==> src/rtl/acc_handoff_pkg.sv <==
package acc_handoff_pkg;

    localparam int INSTR_W = 32;
    localparam int OFS_W   = 12;

    localparam logic [6:0] OPC_TO_AUX = 7'b0001011;
    localparam logic [6:0] OPC_TO_PRI = 7'b0101011;

    typedef enum logic [1:0] {
        ST_IDLE   = 2'd0,
        ST_LAUNCH = 2'd1,
        ST_RUN    = 2'd2,
        ST_RETURN = 2'd3
    } hand_state_e;

    typedef struct packed {
        logic [OFS_W-1:0] ofs;
        logic [6:0]       opc;
    } instr_view_t;

    function automatic instr_view_t view_instr(input logic [INSTR_W-1:0] w);
        instr_view_t v;
        v.ofs = w[31:20];
        v.opc = w[6:0];
        return v;
    endfunction

    function automatic logic state_owns_mem(input hand_state_e s);
        return (s == ST_LAUNCH) || (s == ST_RUN);
    endfunction

endpackage

==> src/rtl/acc_handoff_decode.sv <==
module acc_handoff_decode
    import acc_handoff_pkg::*;
#(
    parameter int XLEN = 32
) (
    input  logic                dec_valid,
    input  logic [INSTR_W-1:0]  dec_instr,
    input  logic [XLEN-1:0]     dec_rs1,
    output logic                go_aux,
    output logic                go_pri,
    output logic [XLEN-1:0]     target
);
    localparam int EXT_W = XLEN - OFS_W;

    instr_view_t view;
    logic        unused_fields;
    logic [XLEN-1:0] ofs_ext;

    assign view          = view_instr(dec_instr);
    assign unused_fields = ^dec_instr[19:7];

    assign go_aux  = dec_valid && (view.opc == OPC_TO_AUX);
    assign go_pri  = dec_valid && (view.opc == OPC_TO_PRI);
    assign ofs_ext = {{EXT_W{view.ofs[OFS_W-1]}}, view.ofs};
    assign target  = dec_rs1 + ofs_ext;

endmodule

==> src/rtl/acc_handoff_fsm.sv <==
module acc_handoff_fsm
    import acc_handoff_pkg::*;
#(
    parameter int XLEN = 32
) (
    input  logic            clk,
    input  logic            rst,
    input  logic            go_aux,
    input  logic            go_pri,
    input  logic [XLEN-1:0] target,
    input  logic [XLEN-1:0] dec_pc,
    input  logic            acc_done,
    output logic            acc_owns,
    output logic            acc_start,
    output logic [XLEN-1:0] acc_base,
    output logic            resume_valid,
    output logic [XLEN-1:0] resume_pc,
    output logic            dec_hold
);
    localparam logic [XLEN-1:0] PC_STEP = XLEN'(4);

    hand_state_e     state_q;
    logic [XLEN-1:0] base_q;
    logic [XLEN-1:0] resume_q;
    logic [XLEN-1:0] pend_q;
    logic            pend_vld_q;
    logic            idle;

    assign idle = (state_q == ST_IDLE);

    always_ff @(posedge clk) begin
        if (rst) begin
            state_q    <= ST_IDLE;
            base_q     <= '0;
            resume_q   <= '0;
            pend_q     <= '0;
            pend_vld_q <= 1'b0;
        end else begin
            unique case (state_q)
                ST_IDLE: begin
                    if (go_aux) begin
                        base_q     <= target;
                        resume_q   <= pend_vld_q ? pend_q : (dec_pc + PC_STEP);
                        pend_vld_q <= 1'b0;
                        state_q    <= ST_LAUNCH;
                    end else if (go_pri) begin
                        pend_q     <= target;
                        pend_vld_q <= 1'b1;
                    end
                end
                ST_LAUNCH: state_q <= ST_RUN;
                ST_RUN: begin
                    if (acc_done) state_q <= ST_RETURN;
                end
                ST_RETURN: state_q <= ST_IDLE;
                default:   state_q <= ST_IDLE;
            endcase
        end
    end

    assign acc_owns     = state_owns_mem(state_q);
    assign acc_start    = (state_q == ST_LAUNCH);
    assign acc_base     = base_q;
    assign resume_valid = (state_q == ST_RETURN);
    assign resume_pc    = resume_q;
    assign dec_hold     = (go_aux || go_pri) && !idle;

endmodule

==> src/rtl/acc_handoff_memmux.sv <==
module acc_handoff_memmux #(
    parameter int XLEN = 32,
    parameter int DW   = 32
) (
    input  logic            acc_owns,
    input  logic [XLEN-1:0] cpu_addr,
    input  logic [DW-1:0]   cpu_wdata,
    input  logic            cpu_we,
    input  logic [XLEN-1:0] acc_addr,
    input  logic [DW-1:0]   acc_wdata,
    input  logic            acc_we,
    input  logic [DW-1:0]   mem_rdata,
    output logic [XLEN-1:0] mem_addr,
    output logic [DW-1:0]   mem_wdata,
    output logic            mem_we,
    output logic [DW-1:0]   cpu_rdata,
    output logic [DW-1:0]   acc_rdata
);
    always_comb begin
        if (acc_owns) begin
            mem_addr  = acc_addr;
            mem_wdata = acc_wdata;
            mem_we    = acc_we;
        end else begin
            mem_addr  = cpu_addr;
            mem_wdata = cpu_wdata;
            mem_we    = cpu_we;
        end
    end

    assign cpu_rdata = mem_rdata;
    assign acc_rdata = mem_rdata;

endmodule

==> src/rtl/acc_handoff_ctrl.sv <==
module acc_handoff_ctrl
    import acc_handoff_pkg::*;
#(
    parameter int XLEN = 32,
    parameter int DW   = 32
) (
    input  logic                clk,
    input  logic                rst,
    input  logic                dec_valid,
    input  logic [INSTR_W-1:0]  dec_instr,
    input  logic [XLEN-1:0]     dec_rs1,
    input  logic [XLEN-1:0]     dec_pc,
    output logic                dec_hold,
    output logic                pipe_stall,
    output logic                resume_valid,
    output logic [XLEN-1:0]     resume_pc,
    input  logic [XLEN-1:0]     cpu_addr,
    input  logic [DW-1:0]       cpu_wdata,
    input  logic                cpu_we,
    output logic [DW-1:0]       cpu_rdata,
    output logic                acc_start,
    output logic [XLEN-1:0]     acc_base,
    input  logic [XLEN-1:0]     acc_addr,
    input  logic [DW-1:0]       acc_wdata,
    input  logic                acc_we,
    output logic [DW-1:0]       acc_rdata,
    input  logic                acc_done,
    output logic [XLEN-1:0]     mem_addr,
    output logic [DW-1:0]       mem_wdata,
    output logic                mem_we,
    input  logic [DW-1:0]       mem_rdata
);
    logic            go_aux;
    logic            go_pri;
    logic [XLEN-1:0] target;
    logic            acc_owns;

    acc_handoff_decode #(.XLEN(XLEN)) u_decode (
        .dec_valid (dec_valid),
        .dec_instr (dec_instr),
        .dec_rs1   (dec_rs1),
        .go_aux    (go_aux),
        .go_pri    (go_pri),
        .target    (target)
    );

    acc_handoff_fsm #(.XLEN(XLEN)) u_fsm (
        .clk          (clk),
        .rst          (rst),
        .go_aux       (go_aux),
        .go_pri       (go_pri),
        .target       (target),
        .dec_pc       (dec_pc),
        .acc_done     (acc_done),
        .acc_owns     (acc_owns),
        .acc_start    (acc_start),
        .acc_base     (acc_base),
        .resume_valid (resume_valid),
        .resume_pc    (resume_pc),
        .dec_hold     (dec_hold)
    );

    acc_handoff_memmux #(.XLEN(XLEN), .DW(DW)) u_memmux (
        .acc_owns  (acc_owns),
        .cpu_addr  (cpu_addr),
        .cpu_wdata (cpu_wdata),
        .cpu_we    (cpu_we),
        .acc_addr  (acc_addr),
        .acc_wdata (acc_wdata),
        .acc_we    (acc_we),
        .mem_rdata (mem_rdata),
        .mem_addr  (mem_addr),
        .mem_wdata (mem_wdata),
        .mem_we    (mem_we),
        .cpu_rdata (cpu_rdata),
        .acc_rdata (acc_rdata)
    );

    assign pipe_stall = acc_owns;

endmodule

==> config.mk <==
export PLATFORM = sky130hd
export DESIGN_NAME = acc_handoff_ctrl
export DESIGN_NICKNAME = d
export VERILOG_FILES = /design/src/rtl/acc_handoff_pkg.sv /design/src/rtl/acc_handoff_decode.sv /design/src/rtl/acc_handoff_fsm.sv /design/src/rtl/acc_handoff_memmux.sv /design/src/rtl/acc_handoff_ctrl.sv
export SDC_FILE = /design/constraint.sdc
export NUM_CORES = 1
export LEC_CHECK = 0
export ABC_AREA = 0
export BUFFER_PORTS_ARGS = -buffer_cell sky130_fd_sc_hd__buf_4
export CAP_MARGIN = 5
export CORE_AREA = 2 2 179 181
export CTS_CLUSTER_DIAMETER = 100
export DETAILED_ROUTE_END_ITERATION = 7
export DIE_AREA = 0 0 181 183
export GPL_ROUTABILITY_DRIVEN = 0
export PLACE_DENSITY = 0.49
export SYNTH_ARGS = -nofsm -noshare
export SYNTH_HDL_FRONTEND = slang
export SYNTH_HIERARCHICAL = 1
export SYNTH_SLANG_ARGS = --single-unit
==> constraint.sdc <==
create_clock -name clk -period 6.51 [get_ports clk]
set_input_delay 0.3255 -clock clk [delete_from_list [all_inputs] [get_ports clk]]
set_output_delay 0.3255 -clock clk [all_outputs]
set_load 0.01 [all_outputs]
# [Yosys cells after proc, flatten, opt, wreduce, memory -nomap -nowiden]
# Index checks and enable logic that the tools add are counted.
[classes] muxes=9 n_bitwise=1 addsub=2 n_eq_ne=7 reduce_logical=12
[ops] operator="$mux 32" n=3
[ops] operator="$add 32x3->32 const B" n=1
[ops] operator="$add 32x32->32" n=1
[ops] operator="$pmux 2 s4" n=1
[ops] operator="$eq 7x4->1 const B" n=1
[ops] operator="$eq 7x6->1 const B" n=1
[ops] operator="$reduce_and 2->1" n=3
[ops] operator="$eq 2x2->1 const B" n=2
[ops] operator="$mux 2" n=2
[ops] operator="$logic_and 1x1->1" n=3
[ops] operator="$mux 1" n=3
[ops] operator="$reduce_and 3->1" n=1
[ops] operator="$eq 2x1->1 const B" n=1
[ops] operator="$logic_not 2->1" n=1
[ops] operator="$logic_or 1x1->1" n=2
[ops] operator="$ne 2x1->1 const B" n=1
[ops] operator="$ne 2x2->1 const B" n=1
[ops] operator="$reduce_bool 2->1" n=1
[ops] operator="$logic_not 1->1" n=1
[ops] operator="$not 1->1" n=1
[totals] wordCells=36 inputBits=262 regBits=99 output_inout_bits=197

# [Longest topological paths before layout]
# Gate-level depths: netlist of the first run.
[logic_depth] ltp_word=4 ltp_mapped=11 mapped_depth_nobuf=11

# [Modules after synthesis]
# Netlist of the first run, hierarchy kept.
[by_module_without_submodules] module="acc_handoff_fsm" area_each_um2=4092.7 seq_area_each_um2=1981.9 cells_per_inst=453 instances=1
[by_module_without_submodules] module="acc_handoff_decode" area_each_um2=1761.7 seq_area_each_um2=0.0 cells_per_inst=245 instances=1
[by_module_without_submodules] module="acc_handoff_memmux" area_each_um2=1472.7 seq_area_each_um2=0.0 cells_per_inst=136 instances=1

# [Worst setup path before layout of the first run]
# Ideal clock, no wire load.
[synth_timing] path_type="input to register" startpoint="input dec_instr[24]" endpoint="register u_fsm.base_q[31] (netlist: u_fsm/acc_base[31])" arrival_time_ns=2.494 setup_slack_ns=3.899 path_buffers=0 path_stages=9 setup_ns=0.117 required_time_ns=6.393 path_cell_list="ha_1 o211ai_1 o21a_1 a21o_1 a41oi_4 a311oi_4 o311a_1 or3_1 a22o_1"
[synth_between] elab_chain_cells=1
[synth_lines] element="start, declared" line="acc_handoff_ctrl.sv:10" rtl="input logic [INSTR_W-1:0] dec_instr,"
[synth_lines] element="$add 32x32->32" line="acc_handoff_decode.sv:25" rtl="assign target = dec_rs1 + ofs_ext;"
[synth_lines] element="via target[31]" line="acc_handoff_ctrl.sv:35" rtl="logic [XLEN-1:0] target;"
[synth_lines] element="end signal, assigned" line="acc_handoff_fsm.sv:42" rtl="base_q <= target;"
[synth_lines] element="end, declared" line="acc_handoff_fsm.sv:23" rtl="logic [XLEN-1:0] base_q;"
# The timed path passes the listed nets, and every way through them passes these cells.
# A chain may end at the register's enable or synchronous reset.

# [Worst setup path in the final report of the first run]
[layout_timing] startpoint="register u_fsm.state_q[0]" endpoint="output mem_wdata[1]"
[layout_between] elab_chain_cells=3 word_cells_on_any_way=4 classes_between="eq/ne: 2; mux: 1; reduce/logical: 1"
[layout_lines] element="start, declared" line="acc_handoff_fsm.sv:22" rtl="hand_state_e state_q;"
[layout_lines] element="start signal, assigned" line="acc_handoff_fsm.sv:33" rtl="state_q <= ST_IDLE;"
[layout_lines] element="start signal, assigned" line="acc_handoff_fsm.sv:45" rtl="state_q <= ST_LAUNCH;"
[layout_lines] element="start signal, assigned" line="acc_handoff_fsm.sv:51" rtl="ST_LAUNCH: state_q <= ST_RUN;"
[layout_lines] element="$eq 2x1->1 / $eq 2x2->1 (equally long branches)" line="acc_handoff_pkg.sv:29" rtl="return (s == ST_LAUNCH) || (s == ST_RUN);"
[layout_lines] element="$logic_or 1x1->1 *" line="acc_handoff_pkg.sv:29"
[layout_lines] element="$mux 32 *" line="acc_handoff_memmux.sv:20" rtl="if (acc_owns) begin"
[layout_lines] element="end, declared" line="acc_handoff_ctrl.sv:29" rtl="output logic [DW-1:0] mem_wdata,"
# Every way passes the cells marked *; elsewhere a longest branch is shown, timed or not.

==> tab_implementation.tex, run 1 <==
\begin{tabular}{lr}
\hline
Metric & Value \\
\hline
\multicolumn{2}{l}{\textbf{Clocking}} \\
Hold bufs inserted after CTS & 0 \\
Clock input transition at the sequential cells of the worst setup and hold paths & 80 ps \\
Cell at the root of the clock tree & clkbuf\_16 \\
Buffer depth of the longest clock path & 2 \\
Total of cells resized after clock tree synthesis & 0 \\
Post-CTS setup buffer count & 0 \\
Source-to-sink clock delay at the later pin of the worst-skew pair & roughly 360 ps \\
\# H-tree levels & 3 \\
Num CTS Buffers & 9 \\
TritonCTS Sinks & 99 \\
Clock tree from TritonCTS & built \\
\multicolumn{2}{l}{\textbf{Setup path}} \\
Endpoint of the worst-slack reg-to-reg timing path & u\_fsm/resume\_pc[23] \\
Data required, critical path & a little over 6000 ps \\
Cell with the biggest individual delay on the critical path & ha\_4 \\
Worst reg-to-reg setup slack & 4250 ps \\
Crit Path Category & reg2out \\
Arrival @ worst endpoint & 2570 ps \\
Type of origin of the critical path & register \\
Slowest Stage Delay on Critical Path & about 1000 ps \\
Kind of end point of the critical path & output port \\
Cells traversed along the worst timing path & inv\_1 -> ha\_4 -> mux2\_2 -> buf\_4 \\
Worst r2r path cells & 6 \\
Beginning of the worst register-to-register path & u\_fsm/state\_q[0] \\
Max Fanout on Critical Path & 67 \\
\multicolumn{2}{l}{\textbf{Logic synthesis}} \\
Count of cell types in the netlist & 61 \\
Synthesized instance count & 834 \\
Main area contributors after synthesis & dfxtp\_1 27\%, mux2\_4 10\%, buf\_4 6.6\%, ha\_1 6.3\%, nand2\_1 5.6\% \\
Post-synth EDFFs & 0 \\
Top-area cell type share of the netlist area & 27.0\% \\
Most frequently used cell type in the post-synthesis netlist & nand2\_1 \\
Synth Flop Type & dfxtp\_1 \\
Total nets after synthesis & 1134 \\
Adder and majority cell fraction of the synthesized area & 6.59\% \\
Fraction of synthesized cell area in xor and xnor cells & 6.45\% \\
Number of flip-flops and latches in the synthesized netlist & 99 \\
Simple-gate share of the synthesized area & 14.9\% \\
Mean instance size in the synthesized netlist & 8.79 sq um \\
Proportion of register bits with asynchronous set or reset after synthesis & 0\% \\
Post-synthesis mux area share & roughly 14\% \\
Most instantiated cells after synthesis & 109 x nand2\_1, 99 x dfxtp\_1, 70 x a21oi\_1 \\
Mapped Area & 7330 sq um \\
Synthesized-area fraction occupied by ao, oa, aoi and oai cells & around a fifth \\
Post-synthesis cell type with the largest combined area & dfxtp\_1 \\
Share of synthesized area occupied by flip-flops and latches & 27.0\% \\
Combinational family with the most area after synthesis & compound AO/OA/AOI/OAI gates \\
Total of warnings raised by yosys & 6 \\
\multicolumn{2}{l}{\textbf{Hold path}} \\
Worst hold start & dec\_pc[16] \\
Min-Delay Endpoint & u\_fsm/resume\_pc[16] \\
Classification of the worst-slack hold path & in2reg \\
Number of cells traversed by the worst hold path & 3 \\
\multicolumn{2}{l}{\textbf{Die}} \\
Die area & 33100 sq um \\
Core region area & 31200 sq um \\
I/O pin count & about 460 \\
Height of the die & 183 microns \\
Die boundary width & around 180 microns \\
Rows & 65 \\
Initial Utilization & 23.5\% \\
\multicolumn{2}{l}{\textbf{GRT}} \\
Global route total overflow & 0 \\
Number of global-route vias before repair & 6964 \\
Antenna violations before repair & 0 \\
Total global-route track usage & 18.6\% \\
Pin count of the biggest net entering global routing & 68 \\
First-pass GRT wire length & 46.0 mm \\
\multicolumn{2}{l}{\textbf{Pwr}} \\
Leakage power total & 4.47 nW \\
Switching power total & 0.000719 W \\
Logic pwr share & 42.6\% \\
Switching power as a share of total power & approximately 35\% \\
Design internal power & around 0.0014 W \\
Cell area power density & roughly 200 nW/um\^{}2 \\
Worst vdd ir & between 0.1 and 0.15 mV \\
Power share of the sequential group & 29.5\% \\
Fraction of power consumed by the clock network & 27.9\% \\
\multicolumn{2}{l}{\textbf{STA}} \\
Count of endpoints failing setup in the final report & 0 \\
Fin crit share & 44.5\% \\
Unrepaired setup endpoints after global routing & false \\
Headroom to the max-slew limit & 25.5\% \\
Final hold violation count & 0 \\
Max Clock Freq & 345 MHz \\
Final number of max-transition violations & 0 \\
Hold slack & around 280 ps \\
Setup TNS Final & 0 ps \\
Post-route minimum period & roughly 2900 ps \\
Final worst-path setup slack & 3610 ps \\
Maximum clock skew at final layout & 11.6 ps \\
Transition time at the pin with the least slew margin & 1120 ps \\
\multicolumn{2}{l}{\textbf{Route}} \\
Wire length per cell & 21.3 microns \\
Via Count & 7003 \\
Remaining antenna violation count & 0 \\
Number of remaining DRC errors & 0 \\
Detailed-route wire length & 31.9 mm \\
Avg Vias per Cell & 4.68 \\
Number of detailed-routing iterations run before antenna repair & 4 \\
Detailed Route Iter0 Violations & 320 \\
\multicolumn{2}{l}{\textbf{Finish}} \\
Sequential standard cell area & slightly below 2000 sq um \\
Fraction of final layout cells sized beyond drive strength 1 & a little over two fifths \\
Area growth from synthesis to layout & 38.1\% \\
Area of combinational cells with multiple inputs & 4620 sq um \\
Final-layout fill cell count & about 3300 \\
Diodes inserted & 0 \\
Net total in the final layout & 1389 \\
\multicolumn{2}{l}{\textbf{Placement}} \\
Half-perimeter wire length of the detailed placement result & 26.3 mm \\
Count of input and output buffers & $\sim$350 \\
Post-placement worst setup slack & 3240 ps \\
\multicolumn{2}{l}{\textbf{Outcome}} \\
Outcome & complete, no violations \\
\multicolumn{2}{l}{\textbf{Flow run}} \\
MaxCap Viol Count & 0 \\
\hline
\end{tabular}
==> area by class of cell <==
cell class | instances | area share [%]
repair buffers | 354 | 26.3
inverters | 11 | 0.408
well taps | 402 | 4.97
flip-flops and latches | 99 | 19.6
clock buffers | 9 | 2.22
multi-input cells | 614 | 45.6
clock inverters | 7 | 0.927
==> per-layer routing <==
metal	vias up	wire length, microns	global-route usage [%]
met4	0	405	4.00
met3	16	1480	2.46
met1	3308	12200	20.3
met5	-	0	0
met2	214	17800	37.8
li1	3465	-	-
==> flip-flops by register name, summed over array words and instances (netlist names) <==
register          count
u_fsm/acc_base       32
u_fsm/pend_vld_q      1
u_fsm/state_q         2
u_fsm/resume_pc      32
u_fsm/pend_q         32
==> cells by family (layout without fill, tap and decap cells) <==
| group | count (synthesis) | in the layout |
|---|---|---|
| flip-flops | 99 | 99 |
| buffers and inverters | 121 | 381 |
| adder cells (fa/ha/maj) | 38 | 38 |
| AND/OR/NAND/NOR | 218 | 218 |
| AO/OA/AOI/OAI | 232 | 232 |
| XOR/XNOR | 54 | 54 |
| multiplexers | 72 | 72 |
==> power by group through the flow <==
stage               Clock, W  Combinational (W)  Sequential (W)
floorplan                  0           0.000526        0.000626
finish              0.000580           0.000886        0.000612
CTS                 0.000602           0.000902        0.000612
detailed placement         0           0.000896        0.000626
global route        0.000626           0.000945        0.000612
global placement           0           0.000899        0.000626
==> stage by stage <==
stage | instances | total power (W) | area (sq um) | util, %
floorplan | 834 | 0.00115 | 7330 | -
global placement | 1480 | 0.00152 | 9800 | 31.4
detailed placement | 1480 | 0.00152 | 9800 | 31.4
CTS | 1496 | 0.00212 | 10100 | 32.4
global route | 1496 | 0.00218 | 10100 | 32.4
finish | 1496 | 0.00208 | 10100 | 32.4
==> worst max-delay path: cells and delay by family, from the launching register on <==
kind | cells | cell delay (ps)
adders and majority gates | 1 | 1010
DFF | 1 | 390
buffers and inverters | 2 | 300
muxes | 1 | 480
==> worst max path at each step <==
| stage | from | endpoint | slack (ps) | depth (start not counted) |
|---|---|---|---|---|
| final | u_fsm/state_q[0] | mem_wdata[1] | 3610 | 4 |
| after global routing | dec_rs1[9] | u_fsm/pend_q[30] | 3400 | 10 |
| after CTS | u_fsm/state_q[0] | mem_wdata[1] | 3570 | 4 |
| after detailed placement | dec_rs1[9] | u_fsm/pend_q[30] | 3240 | 10 |
| after global placement | dec_instr[29] | u_fsm/pend_q[30] | 3260 | 10 |
| after floorplan | dec_instr[24] | u_fsm/acc_base[31] | 3900 | 9 |
==> layout by cell type (no fill, tap or decap), types with 11 or more instances in the layout <==
| cell type | n |
|---|---|
| buf_4 | 354 |
| nand2_1 | 109 |
| dfxtp_1 | 99 |
| a21oi_1 | 69 |
| mux2_4 | 50 |
| o21ai_0 | 45 |
| a22o_1 | 40 |
| ha_1 | 36 |
| xnor2_1 | 30 |
| xor2_1 | 24 |
| nor2_1 | 24 |
| a22oi_1 | 20 |
| mux2_2 | 19 |
| a21o_1 | 18 |
| nand3_1 | 18 |
| nand4_1 | 13 |
| inv_1 | 11 |
Power figures use the tool's default switching activity.
==> run 2: changes to the inputs <==
ABC_AREA = 1   (was 0)
PLACE_DENSITY = 0.53   (was 0.49)
clock period = 2.8 ns   (was 6.51 ns; I/O delays follow)
==> run 2 against run 1 <==
Against the previous run:
- synthesized cell count increased by 66%
- combinational power rose to 3.5 times the previous value
- die area stayed put
- clock-buffer cell count rose by 1
- utilization increased by 2.9 points
- sequential share of layout area shrank 1.6 points
- critical path type unchanged
- largest cell class unchanged
==> tab_implementation.tex, run 2 <==
\begin{tabular}{lr}
\hline
Metric & Value \\
\hline
\multicolumn{2}{l}{\textbf{Setup path}} \\
Max Fanout on Critical Path & 67 (unchanged) \\
Endpoint of the worst-slack reg-to-reg timing path & u\_fsm/acc\_base[23] (was u\_fsm/resume\_pc[23]) \\
Crit Path Category & reg2out (unchanged) \\
Worst reg-to-reg setup slack & 700 ps (was 4250 ps) \\
Kind of end point of the critical path & output port (unchanged) \\
Type of origin of the critical path & register (unchanged) \\
Data required, critical path & 2660 ps (was 6180 ps) \\
Worst r2r path cells & 7 (was 6) \\
Beginning of the worst register-to-register path & u\_fsm/state\_q[1] (was u\_fsm/state\_q[0]) \\
Arrival @ worst endpoint & 2240 ps (was 2570 ps) \\
\multicolumn{2}{l}{\textbf{Flow run}} \\
MaxCap Viol Count & 0 (unchanged) \\
\multicolumn{2}{l}{\textbf{Logic synthesis}} \\
Synthesized instance count & 1381 (was 834) \\
Total of warnings raised by yosys & 6 (unchanged) \\
Number of flip-flops and latches in the synthesized netlist & 99 (unchanged) \\
Main area contributors after synthesis & nand2\_1 26\%, dfxtp\_1 24\%, inv\_1 7.4\%, buf\_4 6.1\%, ha\_1 5.6\% (was dfxtp\_1 27\%, mux2\_4 10\%, buf\_4 6.6\%, ha\_1 6.3\%, nand2\_1 5.6\%) \\
Post-synthesis cell type with the largest combined area & nand2\_1 (was dfxtp\_1) \\
Top-area cell type share of the netlist area & 26.2\% (was 27.0\%) \\
Total nets after synthesis & 1681 (was 1134) \\
Synth Flop Type & dfxtp\_1 (unchanged) \\
Mapped Area & 8290 sq um (was 7330 sq um) \\
Mean instance size in the synthesized netlist & 6.00 sq um (was 8.79 sq um) \\
Share of synthesized area occupied by flip-flops and latches & 23.9\% (was 27.0\%) \\
Most frequently used cell type in the post-synthesis netlist & nand2\_1 (unchanged) \\
Proportion of register bits with asynchronous set or reset after synthesis & 0\% (unchanged) \\
Most instantiated cells after synthesis & 578 x nand2\_1, 164 x inv\_1, 105 x nor2\_1 (was 109 x nand2\_1, 99 x dfxtp\_1, 70 x a21oi\_1) \\
Post-synth EDFFs & 0 (unchanged) \\
Count of cell types in the netlist & 35 (was 61) \\
\multicolumn{2}{l}{\textbf{Die}} \\
Initial Utilization & 26.5\% (was 23.5\%) \\
Core region area & 31200 sq um (unchanged) \\
Die area & 33100 sq um (unchanged) \\
Height of the die & 183 microns (unchanged) \\
Die boundary width & 181 microns (unchanged) \\
Rows & 65 (unchanged) \\
I/O pin count & 459 (unchanged) \\
\multicolumn{2}{l}{\textbf{Placement}} \\
Count of input and output buffers & 349 (unchanged) \\
Half-perimeter wire length of the detailed placement result & 24.6 mm (was 26.3 mm) \\
\multicolumn{2}{l}{\textbf{Clocking}} \\
Total of cells resized after clock tree synthesis & 0 (unchanged) \\
Clock tree from TritonCTS & built (unchanged) \\
Hold bufs inserted after CTS & 0 (unchanged) \\
Post-CTS setup buffer count & 0 (unchanged) \\
Source-to-sink clock delay at the later pin of the worst-skew pair & 350 ps (was 360 ps) \\
\# H-tree levels & 3 (unchanged) \\
Num CTS Buffers & 9 (unchanged) \\
Buffer depth of the longest clock path & 2 (unchanged) \\
Cell at the root of the clock tree & clkbuf\_16 (unchanged) \\
TritonCTS Sinks & 99 (unchanged) \\
Clock input transition at the sequential cells of the worst setup and hold paths & 70 ps (was 80 ps) \\
\multicolumn{2}{l}{\textbf{Pwr}} \\
Switching power total & 0.00242 W (was 0.000719 W) \\
Fraction of power consumed by the clock network & 21.3\% (was 27.9\%) \\
Worst vdd ir & 0.306 mV (was 0.112 mV) \\
Total power after layout & 0.00577 W (was 0.00208 W) \\
Cell area power density & 523 nW/um\^{}2 (was 205 nW/um\^{}2) \\
Design internal power & 0.00335 W (was 0.00136 W) \\
Switching power as a share of total power & 41.9\% (was 34.6\%) \\
Power share of the sequential group & 24.8\% (was 29.5\%) \\
Logic pwr share & 53.9\% (was 42.6\%) \\
Leakage power total & 6.04 nW (was 4.47 nW) \\
\multicolumn{2}{l}{\textbf{STA}} \\
Final number of max-transition violations & 0 (unchanged) \\
Count of endpoints failing setup in the final report & 0 (unchanged) \\
Fin crit share & 85.0\% \\
Final hold violation count & 0 (unchanged) \\
Setup TNS Final & 0 ps (unchanged) \\
Max Clock Freq & roughly 420 MHz \\
Post-route minimum period & 2380 ps \\
Transition time at the pin with the least slew margin & 695 ps (was 1120 ps) \\
Maximum clock skew at final layout & 7.99 ps (was 11.6 ps) \\
Headroom to the max-slew limit & 53.6\% (was 25.5\%) \\
Unrepaired setup endpoints after global routing & false (unchanged) \\
\multicolumn{2}{l}{\textbf{Hold path}} \\
Min-Delay Endpoint & u\_fsm/resume\_pc[0] (was u\_fsm/resume\_pc[16]) \\
Worst hold start & dec\_pc[0] (was dec\_pc[16]) \\
Classification of the worst-slack hold path & in2reg (unchanged) \\
Number of cells traversed by the worst hold path & 3 (unchanged) \\
\multicolumn{2}{l}{\textbf{Outcome}} \\
Outcome & complete, no violations (unchanged) \\
\multicolumn{2}{l}{\textbf{Finish}} \\
Most used cells in the layout excluding fill and tap cells & 578 x nand2\_1, 357 x buf\_4, 164 x inv\_1 (was 354 x buf\_4, 109 x nand2\_1, 99 x dfxtp\_1) \\
Net total in the final layout & 1942 (was 1389) \\
Diodes inserted & 0 (unchanged) \\
Final-layout fill cell count & 3494 (was 3293) \\
Fraction of final layout cells sized beyond drive strength 1 & 26.5\% (was 42.0\%) \\
Area growth from synthesis to layout & 33.2\% (was 38.1\%) \\
Most common library cell in the layout ignoring fill and taps & nand2\_1 (was buf\_4) \\
\multicolumn{2}{l}{\textbf{GRT}} \\
Antenna violations before repair & 1 (was 0) \\
Total global-route track usage & 16.9\% (was 18.6\%) \\
Global route total overflow & 0 (unchanged) \\
Pin count of the biggest net entering global routing & 68 (unchanged) \\
Number of global-route vias before repair & 8210 (was 6964) \\
First-pass GRT wire length & 44.6 mm (was 46.0 mm) \\
\multicolumn{2}{l}{\textbf{Route}} \\
Number of detailed-routing iterations run before antenna repair & 6 (was 4) \\
Detailed Route Iter0 Violations & 606 (was 320) \\
Remaining antenna violation count & 0 (unchanged) \\
Number of remaining DRC errors & 0 (unchanged) \\
Via Count & 9067 (was 7003) \\
Avg Vias per Cell & 4.43 (was 4.68) \\
Wire length per cell & 14.4 microns (was 21.3 microns) \\
Detailed-route wire length & 29.5 mm (was 31.9 mm) \\
\hline
\end{tabular}
[run 2: cell count changes after synthesis, sizes merged, moves of 22 or more]
cell / before / now
nor2: 25 / 115
o21ai: 50 / 28
inv: 11 / 172
nand3: 18 / 56
mux2: 69 / 0
nand2: 109 / 595
xnor2: 30 / 3
[run 2: critical path, cell delays in order, from the launching register on]
cell	delay (ps)
dfxtp_1	360
inv_1	100
ha_2	360
buf_4	560
nand2_1	240
nand2_1	120
buf_4	120
[run 2: worst max-delay path by stage]
stage,startpoint,endpoint,slack (ps)
after floorplan,dec_instr[20],u_fsm/acc_base[28],1050
after global placement,dec_instr[20],u_fsm/acc_base[28],730
after detailed placement,u_fsm/state_q[1],u_fsm/acc_base[25],700
after CTS,u_fsm/state_q[1],mem_addr[3],390
after global routing,u_fsm/state_q[1],mem_addr[3],230
final,u_fsm/state_q[1],mem_addr[3],420
[run 2: logic make-up (layout without fill, tap and decap cells)]
logic type	Yosys count	count (layout)	synth area share, %
AND/OR/NAND/NOR	795	795	38.9
buffers and inverters	280	546	16.9
AO/OA/AOI/OAI	147	147	12.0
flip-flops	99	99	23.9
adder cells (fa/ha/maj)	38	38	5.83
XOR/XNOR	19	19	2.01
multiplexers	3	3	0.362
[run 2: power groups by stage]
stage                     Clock, W  Combinational [W]  Sequential, W
after global placement           0            0.00312        0.00146
after CTS                  0.00127            0.00314        0.00143
after detailed placement         0            0.00312        0.00147
after floorplan                  0            0.00180        0.00146
after global routing       0.00132            0.00344        0.00143
final                      0.00123            0.00311        0.00143
[run 2: metal layers]
metal  global-route usage, %  part of all wire [%]
met3                    2.70                   5.6
met4                    4.46                   1.7
met2                    26.2                    45
met5                       0                     0
met1                    24.3                    48
[run 2: final cells by class]
| cell class | count | area, sq um | area share (%) |
|---|---|---|---|
| clock buffer | 10 | 239 | 2.17 |
| tap | 402 | 503 | 4.56 |
| inverter | 172 | 646 | 5.85 |
| timing repair buffer | 358 | 2700 | 24.5 |
| multi-input combinational | 1002 | 4910 | 44.5 |
| clock inverter | 6 | 53.8 | 0.488 |
| sequential | 99 | 1980 | 18.0 |
[run 2: per-stage QoR]
| step | area (sq um) | setup slack, ps | hold slack, ps | util, % | instances |
|---|---|---|---|---|---|
| after global placement | 10700 | 728 | 280 | 34.4 | 2033 |
| after CTS | 11000 | 391 | 66.6 | 35.3 | 2049 |
| final | 11000 | 419 | 73.8 | 35.3 | 2049 |
| after detailed placement | 10700 | 703 | 280 | 34.4 | 2033 |
| after floorplan | 8290 | 1050 | 324 | - | 1381 |
| after global routing | 11000 | 234 | 84.0 | 35.3 | 2049 |
